[src/rtl/freeze_fanout_pkg.sv]
// Shared types for the debug freeze coordinator.
package freeze_fanout_pkg;

    // DMA freeze handshake states
    typedef enum logic [1:0] {
        DMA_RUN   = 2'd0,   // normal operation
        DMA_DRAIN = 2'd1,   // freeze seen, waiting for acknowledge of open cycle
        DMA_HELD  = 2'd2    // bus released, held while freeze persists
    } dma_frz_e;

endpackage

[src/rtl/freeze_halt_stage.sv]
// Sequencer halt stage.
// Registers the qualified freeze request once, giving a halt level that
// follows the request by exactly one clock.
// Assumes frz_eff is already forced low during reset.
module freeze_halt_stage (
    input  logic clk,
    input  logic rst_n,
    input  logic frz_eff,
    output logic seq_halt
);

    // One-clock delay of the qualified request
    always_ff @(posedge clk) begin
        if (!rst_n) seq_halt <= 1'b0;
        else        seq_halt <= frz_eff;
    end

    assert_halt_rise_R1: assert property (@(posedge clk) disable iff (!rst_n)
        frz_eff |=> seq_halt);
    assert_halt_fall_R1: assert property (@(posedge clk) disable iff (!rst_n)
        !frz_eff |=> !seq_halt);

endmodule

[src/rtl/freeze_dma_ctl.sv]
// DMA freeze handshake.
// Blocks new bus cycles while freeze is requested. An open cycle is allowed
// to reach its acknowledge before bus release is requested. A request that
// vanishes before the acknowledge produces no release.
// Assumes cyc_open falls on the edge where bus_ack is sampled high.
module freeze_dma_ctl
    import freeze_fanout_pkg::*;
(
    input  logic clk,
    input  logic rst_n,
    input  logic frz_eff,
    input  logic cyc_open,
    input  logic bus_ack,
    output logic start_inhibit,
    output logic bus_release
);

    dma_frz_e state_q, state_d;

    // Next-state selection for the handshake
    always_comb begin
        state_d = state_q;
        unique case (state_q)
            DMA_RUN: begin
                if (frz_eff) begin
                    if (cyc_open && !bus_ack) state_d = DMA_DRAIN;
                    else                      state_d = DMA_HELD;
                end
            end
            DMA_DRAIN: begin
                if (!frz_eff)     state_d = DMA_RUN;
                else if (bus_ack) state_d = DMA_HELD;
            end
            DMA_HELD: begin
                if (!frz_eff) state_d = DMA_RUN;
            end
            default: state_d = DMA_RUN;
        endcase
    end

    // State register
    always_ff @(posedge clk) begin
        if (!rst_n) state_q <= DMA_RUN;
        else        state_q <= state_d;
    end

    // Output decode: inhibit immediately and until the handshake returns to run
    always_comb begin
        start_inhibit = frz_eff || (state_q != DMA_RUN);
        bus_release   = (state_q == DMA_HELD);
    end

    assert_inhibit_on_freeze_R3: assert property (@(posedge clk) disable iff (!rst_n)
        frz_eff |-> start_inhibit);
    assert_no_release_before_ack_R9: assert property (@(posedge clk) disable iff (!rst_n)
        $rose(bus_release) |-> ($past(bus_ack) || !$past(cyc_open)));
    assert_release_needs_freeze_R6: assert property (@(posedge clk) disable iff (!rst_n)
        bus_release |-> $past(frz_eff));

endmodule

[src/rtl/freeze_timer_gate.sv]
// Per-timer hold strobes.
// Each lane takes the sequencer halt stage, masks it with the lane's enable
// bit and registers it, so enabled timers stop one clock after the sequencer.
// Assumes the enable bits are synchronous to clk.
module freeze_timer_gate #(
    parameter int NUM_TMR = 3
) (
    input  logic               clk,
    input  logic               rst_n,
    input  logic               halt_stage,
    input  logic [NUM_TMR-1:0] frz_en,
    output logic [NUM_TMR-1:0] tmr_hold
);

    for (genvar i = 0; i < NUM_TMR; i++) begin : g_lane
        // Masked, delayed hold for timer i
        always_ff @(posedge clk) begin
            if (!rst_n) tmr_hold[i] <= 1'b0;
            else        tmr_hold[i] <= halt_stage && frz_en[i];
        end

        assert_disabled_never_holds_R8: assert property (@(posedge clk) disable iff (!rst_n)
            tmr_hold[i] |-> $past(frz_en[i]));
        assert_enabled_holds_R7: assert property (@(posedge clk) disable iff (!rst_n)
            (halt_stage && frz_en[i]) |=> tmr_hold[i]);
    end

endmodule

[src/rtl/freeze_fanout.sv]
// Debug freeze coordinator top.
// Qualifies the freeze request with reset and fans it out to the sequencer
// halt stage, the DMA handshake and the timer hold lanes.
// Assumes frz_req is synchronous to clk and held low during reset.
module freeze_fanout #(
    parameter int NUM_TMR = 3
) (
    input  logic               clk,
    input  logic               rst_n,
    input  logic               frz_req,
    input  logic [NUM_TMR-1:0] tmr_frz_en,
    input  logic               dma_busy,
    input  logic               bus_ack,
    output logic               seq_halt,
    output logic               dma_start_inhibit,
    output logic               dma_bus_release,
    output logic [NUM_TMR-1:0] tmr_hold
);

    logic frz_eff;

    // Request counts only outside reset
    always_comb frz_eff = frz_req && rst_n;

    freeze_halt_stage u_halt (
        .clk      (clk),
        .rst_n    (rst_n),
        .frz_eff  (frz_eff),
        .seq_halt (seq_halt)
    );

    freeze_dma_ctl u_dma (
        .clk           (clk),
        .rst_n         (rst_n),
        .frz_eff       (frz_eff),
        .cyc_open      (dma_busy),
        .bus_ack       (bus_ack),
        .start_inhibit (dma_start_inhibit),
        .bus_release   (dma_bus_release)
    );

    freeze_timer_gate #(.NUM_TMR(NUM_TMR)) u_tmr (
        .clk        (clk),
        .rst_n      (rst_n),
        .halt_stage (seq_halt),
        .frz_en     (tmr_frz_en),
        .tmr_hold   (tmr_hold)
    );

    // Usage check: freeze must be quiet while reset is held
    always_ff @(posedge clk) begin
        if (!rst_n) begin
            assert_frz_low_in_reset_R2: assert (!frz_req)
                else $error("freeze request high during reset");
        end
    end

endmodule

[config.mk]
export PLATFORM = sky130hd
export DESIGN_NAME = freeze_fanout
export DESIGN_NICKNAME = d
export VERILOG_FILES = /design/src/rtl/freeze_fanout_pkg.sv /design/src/rtl/freeze_halt_stage.sv /design/src/rtl/freeze_dma_ctl.sv /design/src/rtl/freeze_timer_gate.sv /design/src/rtl/freeze_fanout.sv
export SDC_FILE = /design/constraint.sdc
export NUM_CORES = 1
export LEC_CHECK = 0
export ABC_AREA = 1
export BUFFER_PORTS_ARGS = -buffer_cell sky130_fd_sc_hd__buf_2
export CAP_MARGIN = 20
export CELL_PAD_IN_SITES_DETAIL_PLACEMENT = 0
export CELL_PAD_IN_SITES_GLOBAL_PLACEMENT = 1
export CORE_AREA = 3 3 40 42
export CTS_CLUSTER_DIAMETER = 200
export DETAILED_ROUTE_END_ITERATION = 16
export DIE_AREA = 0 0 43 45
export GPL_TIMING_DRIVEN = 0
export PLACE_DENSITY_LB_ADDON = 0.1
export SETUP_SLACK_MARGIN = 0.1
export SYNTH_ARGS = -nofsm -noshare
export SYNTH_HDL_FRONTEND = slang
export SYNTH_SLANG_ARGS = --single-unit
[constraint.sdc]
create_clock -name clk -period 1.55 [get_ports clk]
set_clock_uncertainty 0.2 [all_clocks]
set_input_delay 0.2325 -clock clk [delete_from_list [all_inputs] [get_ports clk]]
set_output_delay 0.2325 -clock clk [all_outputs]
set_load 0.005 [all_outputs]
==> flow_summary.toml, run 1 <==
[outcome]
run_status = "finished, final reports clean"

[timing]
hold_violations = 0
drv_slew = 0
rsz0062_at_grt = "false"
tightestPinTransition_ns = 0.196
setup_viol = 0
max_freq_mhz = 764
fin_setup_tns_ns = 0
worst_slack_ns = 0.241
min_period_ns = 1.31
final.period_utilization = 0.845
maxSlewHeadroom = 0.869

[floorplan]
row_count = 13
die_y_um = 45
design.die.area_sq_um = 1940
initial_core_util = 0.170
num_io_pins = 14
die_w_um = 43
core_sq_um = 1280

[grt]
grt_pass1_wl_um = 752
grt_max_degree = 6
first_global_vias = 202
antenna_found_initial = 0
overflow = 0
grt_use_total = 0.0601

[layout]
nets = 53
fillers = 148
area_delta_synth_final_pct = 48.6
layout_common_cells = "buf_2, dfxtp_1, inv_1, nand2_1, nor2_1"
layout-drive-gt1-share = 0.465
num_antenna_cells = 0
final_common_cell = "buf_2"

[worst_setup_path]
r2r-end = "u_dma.state_q[1]$_SDFFE_PN0P_"
critPathLaunchType = "flop"
crit_type = "flop to primary output"
endpoint_kind = "primary output"
cp_slowest_stage_delay_ns = 0.35
r2r_slack_ns = 0.64
crit_slowest_cell = "dfxtp_1"
timing.rr.start = "u_dma.state_q[0]$_SDFFE_PN0P_"
critical_path_required_ns = 1.12
path_buf_inv = 1
worst-path-max-fanout = 5
worstPathArrival_ns = 0.88
cp_top_family = "flip-flops"
ff2ff_path_depth = 3
path_cells = "nor2_2 -> nand2_1 -> buf_2"

[cts]
clock_latency_ns = 0.24
clockBufferDepth = 2
cts_hold_buf = 0
cts_sinks = 6
cts_buffers = 3
clk_pin_slew_worst_paths_ns = 0.05
cts_setup_buffers = 0
cts_root_buf = "clkbuf_4"
htree_levels = 1
cts_tree = "done"
ctsResizeCount = 0

[place]
finalWeightedCongestion = 0.647
dp_hpwl_um = 423
io_buffers = 13
post-place-ws_ns = 0.502

[power_and_ir_drop]
leakage_nw = 0.190
p_int_mw = 0.265
p_sw_mw = 0.0729
powerDensity_nw_per_um2 = 1040
seqPwrFrac = 0.487
p_sw_frac = 0.216
combPwrFrac = 0.103
pwr-share-clk = 0.410
ir_worst_vdd_mv = 0.501

[detailed_routing]
detail-route-antenna-nets = 0
via_per_inst = 3.95
wl_per_cell_um = 8.45
drt_iter0_drc = 1
drt_pass1_iterations = 2
totalWireLength_um = 490
drc = 0
vias = 229

[min_path]
whs_path_depth = 3
holdPathEnd = "u_tmr.tmr_hold[0]$_SDFF_PN0_"
hold_start = "tmr_frz_en[0]"
hp-class = "input pin to flop"

[yosys]
avgSynthCellArea_sq_um = 8.11
postSynthCellCount = 27
synth_top_cell_area_share = 0.549
ys_types = 11
ys_seq_area_frac = 0.549
synthesis.area_sq_um = 219
synthTopCellsByArea = "dfxtp_1, inv_1, nand2_1"
synth-seq-cells = 6
synth_top_area_cell = "dfxtp_1"
syn_nets = 35
yosysWarningCount = 0

[job]
maxCapViolations = 0
## flip-flops by register name (all words and copies together) (netlist names)
signal,count
u_tmr.tmr_hold,3
u_dma.state_q,2
u_halt.seq_halt,1
## power groups by stage
stage	sequential, mW	combinational, mW	clock, mW
2_1_floorplan	0.167	0.0155	0
3_3_place_gp	0.167	0.0352	0
3_5_place_dp	0.167	0.0354	0
4_1_cts	0.165	0.0355	0.148
5_1_grt	0.165	0.0392	0.157
6_report	0.165	0.0348	0.139
## how the worst max path moves through the flow
stage	start	endpoint	slack [ns]	cells after the start
after floorplan	u_dma.state_q[1]$_SDFFE_PN0P_	dma_bus_release	0.61	2
after global placement	u_dma.state_q[1]$_SDFFE_PN0P_	dma_start_inhibit	0.49	3
after detailed placement	u_dma.state_q[1]$_SDFFE_PN0P_	dma_bus_release	0.50	3
after CTS	u_dma.state_q[1]$_SDFFE_PN0P_	dma_bus_release	0.23	3
after global routing	u_dma.state_q[1]$_SDFFE_PN0P_	dma_bus_release	0.17	3
final	u_dma.state_q[0]$_SDFFE_PN0P_	dma_start_inhibit	0.24	3
## synth_stat cells, drive strengths merged
cell,count
a21oi,1
clkinv,1
dfxtp,6
inv,6
nand2,5
nand4,2
nor2,5
o211ai,1
## metrics by stage
step	hold WS (ns)	util	total power, mW	instances	area (sq um)
3_5_place_dp	0.263	0.236	0.203	55	303
4_1_cts	0.00443	0.253	0.348	58	325
5_1_grt	0.0180	0.253	0.361	58	325
2_1_floorplan	0.145	-	0.183	27	219
3_3_place_gp	0.247	0.236	0.202	55	303
6_report	0.0127	0.253	0.338	58	325
## tightest hold or removal path: stages
cell and delay [ns]:
buf_2 0.09, inv_1 0.04, nor2_1 0.03
## per-layer routing
| layer | up-vias | global-route usage | share of wire |
|---|---|---|---|
| met5 | - | 0 | 0 |
| met4 | 0 | 0.0542 | 0.024 |
| met3 | 2 | 0.0558 | 0.15 |
| met2 | 9 | 0.0928 | 0.50 |
| met1 | 101 | 0.0436 | 0.32 |
| li1 | 117 | - | - |
## area by class of cell
| class | instances | area (sq um) | area share |
|---|---|---|---|
| timing repair buffer | 13 | 65.1 | 0.200 |
| inverter | 7 | 26.3 | 0.0808 |
| clock buffer | 3 | 22.5 | 0.0692 |
| tap | 15 | 18.8 | 0.0577 |
| sequential | 6 | 120 | 0.369 |
| multi-input combinational | 14 | 72.6 | 0.223 |
## kinds of logic after synthesis
| logic type | share of synthesized area |
|---|---|
| compound gates | 0.0800 |
| buf+inv | 0.120 |
| flops | 0.549 |
| simple gates | 0.251 |
Power figures use the tool's default switching activity.
==> run 2, diff against run 1 <==
--- a/config.mk
+++ b/config.mk
@@ -5,7 +5,7 @@
 export SDC_FILE = /design/constraint.sdc
 export NUM_CORES = 1
 export LEC_CHECK = 0
-export ABC_AREA = 1
+export ABC_AREA = 0
 export BUFFER_PORTS_ARGS = -buffer_cell sky130_fd_sc_hd__buf_2
 export CAP_MARGIN = 20
 export CELL_PAD_IN_SITES_DETAIL_PLACEMENT = 0
==> constraint.sdc (replaced) <==
create_clock -name clk -period 1.3 [get_ports clk]
set_clock_uncertainty 0.2 [all_clocks]
set_input_delay 0.195 -clock clk [delete_from_list [all_inputs] [get_ports clk]]
set_output_delay 0.195 -clock clk [all_outputs]
set_load 0.005 [all_outputs]
==> flow_summary.toml, run 2 <==
[grt]
grt_max_degree = 5
overflow = 0
antenna_found_initial = 0
first_global_vias = 174
grt_pass1_wl_um = 745
grt_use_total = 0.0576

[detailed_routing]
drt_pass1_iterations = 2
drc = 0
totalWireLength_um = 528
drt_iter0_drc = 2
detail-route-antenna-nets = 0
vias = 207
wl_per_cell_um = 9.26
via_per_inst = 3.63

[place]
dp_hpwl_um = 382
io_buffers = 13
dp_cells = 46
finalWeightedCongestion = 0.614

[outcome]
violations = "setup timing"
run_status = "complete, but fails checks"

[yosys]
synth_top_cell_area_share = 0.604
yosysWarningCount = 0
yosys_most_used_dff = "dfxtp_1"
ys_seq_area_frac = 0.604
yosysMostFrequentCell = "dfxtp_1"
postSynthCellCount = 18
synth_top_area_cell = "dfxtp_1"
synthTopCellsByArea = "dfxtp_1, and3_1, nor4b_2"
avgSynthCellArea_sq_um = 11.1
synth_commonest_cells = "dfxtp_1, and3_1, nor2_1"
synth-seq-cells = 6
ys_types = 10
ys_async_sr_fraction = 0
synthesis.area_sq_um = 199
synth_edf_count = 0
syn_nets = 26

[timing]
worst_slack_ns = -0.115
hold_violations = 0
max_freq_mhz = 707
fin_setup_tns_ns = -0.115
setup_viol = 1
min_period_ns = 1.41
final.period_utilization = 1.09
rsz0062_at_grt = "true"
drv_slew = 0
tightestPinTransition_ns = 0.172
maxSlewHeadroom = 0.885

[cts]
htree_levels = 1
cts_buffers = 3
cts_root_buf = "clkbuf_4"
clk_pin_slew_worst_paths_ns = 0.05
clockBufferDepth = 2
cts_sinks = 6
cts_tree = "done"
clock_latency_ns = 0.24

[layout]
largest_register_ffs = 3
layout_common_cells = "buf_2, dfxtp_1, and3_1, clkbuf_4, dlygate4sd3_1"
nets = 52
num_antenna_cells = 0
final_common_cell = "buf_2"
reg_top3 = "u_tmr.tmr_hold (3), u_dma.state_q (2), u_halt.seq_halt (1)"
regMostFlops = "u_tmr.tmr_hold"
layout-drive-gt1-share = 0.619
instances_no_fill = 57
area_delta_synth_final_pct = 96.2

[worst_setup_path]
critPathLaunchType = "flop"
critical_path_required_ns = 0.90
path_cells = "or3_1 -> buf_2"
crit_type = "flop to primary output"
path_buf_inv = 1
endpoint_kind = "primary output"
cp_top_family = "simple AND/OR/NAND/NOR gates"
cp_slowest_stage_delay_ns = 0.34
crit_slowest_cell = "or3_1"
worst-path-max-fanout = 2
worstPathArrival_ns = 1.02

[floorplan]
core_sq_um = 1280
die_y_um = 45
num_io_pins = 14
die_w_um = 43
row_count = 13
design.die.area_sq_um = 1940
initial_core_util = 0.155

[min_path]
hp-class = "input pin to flop"

[power_and_ir_drop]
leakage_nw = 0.211
powerDensity_nw_per_um2 = 1090
ir_worst_vdd_mv = 0.329

[job]
maxCapViolations = 0
## run 2: area by class of cell
type	instances	area, sq um
Sequential cell	6	123
Inverter	1	3.75
Multi-Input combinational cell	11	77.6
Timing Repair Buffer	21	145
Tap cell	15	18.8
Fill cell	140	895
Clock buffer	3	22.5
## run 2: through the flow
stage | power (mW) | worst slack (ns) | hold slack, ns | utilization | area, sq um
6_report | 0.427 | -0.115 | 0.0131 | 0.304 | 390
3_3_place_gp | 0.238 | 0.0202 | 0.180 | 0.220 | 283
3_5_place_dp | 0.238 | 0.0202 | 0.184 | 0.220 | 283
4_1_cts | 0.430 | -0.122 | 0.00966 | 0.291 | 374
2_1_floorplan | 0.215 | 0.216 | 0.0692 | - | 199
5_1_grt | 0.457 | -0.153 | 0.0122 | 0.304 | 390
## run 2: routing by layer
layer  vias up  part of all wire  track usage  wire length (um)
li1        110                 -            -                 -
met1        92              0.39       0.0510               206
met2         5              0.54       0.0868               285
met3         0             0.066       0.0518                35
met4         0                 0       0.0361                 0
met5         -                 0            0                 0
## run 2: logic make-up after synthesis
kind of cell	count (synthesis)	share of synthesized area
AND/OR/NAND/NOR	9	0.315
flip-flops	6	0.604
AO/OA/AOI/OAI	2	0.0629
buffers and inverters	1	0.0188
## run 2: where the power goes
group          internal [mW]  total, mW  switching [mW]
sequential             0.192      0.195         0.00299
clock                  0.104      0.169          0.0649
combinational         0.0413     0.0627          0.0213
## run 2: worst paths after layout
check,endpoint,depth (start not counted),slack (ns),start
min reg2reg,u_tmr.tmr_hold[1]$_SDFF_PN0_,1,0.29,u_halt.seq_halt$_SDFF_PN0_
max reg2reg,u_dma.state_q[0]$_SDFFE_PN0P_,4,0.14,u_dma.state_q[1]$_SDFFE_PN0P_
max,dma_start_inhibit,2,-0.11,u_dma.state_q[0]$_SDFFE_PN0P_
min,u_halt.seq_halt$_SDFF_PN0_,2,0.01,frz_req
## run 2: worst register-to-register path, stage by stage, from the launching register on
cell     delay, ns
dfxtp_2       0.32
buf_6         0.11
buf_4         0.12
buf_6         0.11
nor4b_2       0.22
## run 2: timing repair
item                                    4_1_cts  5_1_grt
endpoints found under the setup margin        2        3
buffers inserted                              3        1
pin swaps                                     2        2
gates resized for setup                       3        4
hold buffers                                  4        0
endpoints found under the hold margin         4        0
==> run 3, diff against run 2 <==
--- a/config.mk
+++ b/config.mk
@@ -12,6 +12,7 @@
 export CELL_PAD_IN_SITES_GLOBAL_PLACEMENT = 1
 export CORE_AREA = 3 3 40 42
 export CTS_CLUSTER_DIAMETER = 200
+export CTS_CLUSTER_SIZE = 30
 export DETAILED_ROUTE_END_ITERATION = 16
 export DIE_AREA = 0 0 43 45
 export GPL_TIMING_DRIVEN = 0
==> constraint.sdc (replaced) <==
create_clock -name clk -period 1.45 [get_ports clk]
set_clock_uncertainty 0.2 [all_clocks]
set_input_delay 0.2175 -clock clk [delete_from_list [all_inputs] [get_ports clk]]
set_output_delay 0.2175 -clock clk [all_outputs]
set_load 0.005 [all_outputs]
==> flow_summary.toml, run 3 (synthesized netlist as in run 2, its figures left out) <==
[timing]
maxSlewHeadroom = 0.885
max_freq_mhz = 702
worst_slack_ns = 0.0260
min_period_ns = 1.42
setup_viol = 0
holdWs_ns = 0.00923
hold_violations = 0
tightestPinTransition_ns = 0.172
final.period_utilization = 0.982
drv_slew = 0
rsz0062_at_grt = "true"

[power_and_ir_drop]
ir_worst_vdd_mv = 0.280
leakage_nw = 0.184
p_total_mw = 0.370
powerDensity_nw_per_um2 = 1070

[layout]
area_delta_synth_final_pct = 74.2
nets = 48
reg_top3 = "u_tmr.tmr_hold (3), u_dma.state_q (2), u_halt.seq_halt (1)"
num_antenna_cells = 0
final_common_cell = "buf_2"
layout-drive-gt1-share = 0.658
regMostFlops = "u_tmr.tmr_hold"
largest_register_ffs = 3
layout_common_cells = "buf_2, dfxtp_1, and3_1, clkbuf_4"

[detailed_routing]
drc = 0
drt_pass1_iterations = 1
vias = 193
drt_iter0_drc = 0
detail-route-antenna-nets = 0
via_per_inst = 3.64
wl_per_cell_um = 8.89
totalWireLength_um = 471

[grt]
grt_pass1_wl_um = 662
first_global_vias = 156
grt_max_degree = 5
overflow = 0
grt_use_total = 0.0518
antenna_found_initial = 0

[job]
maxCapViolations = 0

[worst_setup_path]
endpoint_kind = "primary output"
worst-path-max-fanout = 2
critical_path_required_ns = 1.03
worstPathArrival_ns = 1.01
critPathLaunchType = "flop"
crit_type = "flop to primary output"

[floorplan]
initial_core_util = 0.155
num_io_pins = 14
row_count = 13
die_y_um = 45
core_sq_um = 1280
design.die.area_sq_um = 1940
die_w_um = 43

[cts]
cts_tree = "done"
clock_latency_ns = 0.24
clk_pin_slew_worst_paths_ns = 0.05
htree_levels = 1
cts_buffers = 3
cts_root_buf = "clkbuf_4"
clockBufferDepth = 2
cts_sinks = 6

[place]
dp_hpwl_um = 382
post-place-ws_ns = 0.125
io_buffers = 13
finalWeightedCongestion = 0.614

[min_path]
hp-class = "input pin to flop"

[outcome]
run_status = "finished, final reports clean"
run 3: cell types whose count changed in the layout (fill, tap and decap cells not counted):
cell and delta:
dlymetal6s4s_1 -1, buf_6 -1, dlygate4sd3_1 -2
run 3: timing repair:
item                                    4_1_cts  5_1_grt
endpoints found under the setup margin        1        2
buffers inserted                              2        1
hold buffers                                  1        0
resized for setup                             2        3
endpoints found under the hold margin         1        0
pin swaps                                     1        1
gates cloned                                  0        0
run 3: layer usage:
| metal | vias to the layer above | routed length [um] | track usage | part of all wire |
|---|---|---|---|---|
| met5 | - | 0 | 0 | 0 |
| met1 | 86 | 190 | 0.0437 | 0.40 |
| met4 | 0 | 0 | 0.0361 | 0 |
| met2 | 5 | 247 | 0.0749 | 0.52 |
| li1 | 102 | - | - | - |
| met3 | 0 | 33 | 0.0518 | 0.070 |
run 3: worst paths after layout:
kind | cells past startpoint | end | from | slack [ns]
setup / recovery | 2 | dma_start_inhibit | u_dma.state_q[0]$_SDFFE_PN0P_ | 0.03
hold / removal | 2 | u_tmr.tmr_hold[1]$_SDFF_PN0_ | tmr_frz_en[1] | 0.009
setup reg to reg | 3 | u_dma.state_q[0]$_SDFFE_PN0P_ | u_dma.state_q[1]$_SDFFE_PN0P_ | 0.37
hold reg to reg | 1 | u_tmr.tmr_hold[1]$_SDFF_PN0_ | u_halt.seq_halt$_SDFF_PN0_ | 0.29
run 3: area by class of cell:
type | instances | area (sq um)
Clock buffer | 3 | 22.5
Fill cell | 141 | 938
Inverter | 1 | 3.75
Multi-Input combinational cell | 11 | 77.6
Sequential cell | 6 | 123
Tap cell | 15 | 18.8
Timing Repair Buffer | 17 | 101
run 3: critical path: stages (launching register included):
cell	delay (ns)
dfxtp_2	0.31
or3_1	0.33
buf_2	0.13
run 3: power by group:
part           internal [mW]  switching [mW]  total, mW
clock                 0.0934          0.0563      0.150
combinational         0.0281          0.0173     0.0455
sequential             0.172         0.00255      0.175
run 3: stage by stage:
step | cell area (sq um) | utilization | instances | setup TNS [ns]
after floorplan | 199 | - | 18 | 0
after global placement | 283 | 0.220 | 46 | 0
after detailed placement | 283 | 0.220 | 46 | 0
after CTS | 333 | 0.259 | 52 | 0
after global routing | 347 | 0.270 | 53 | -0.0252
final | 347 | 0.270 | 53 | 0
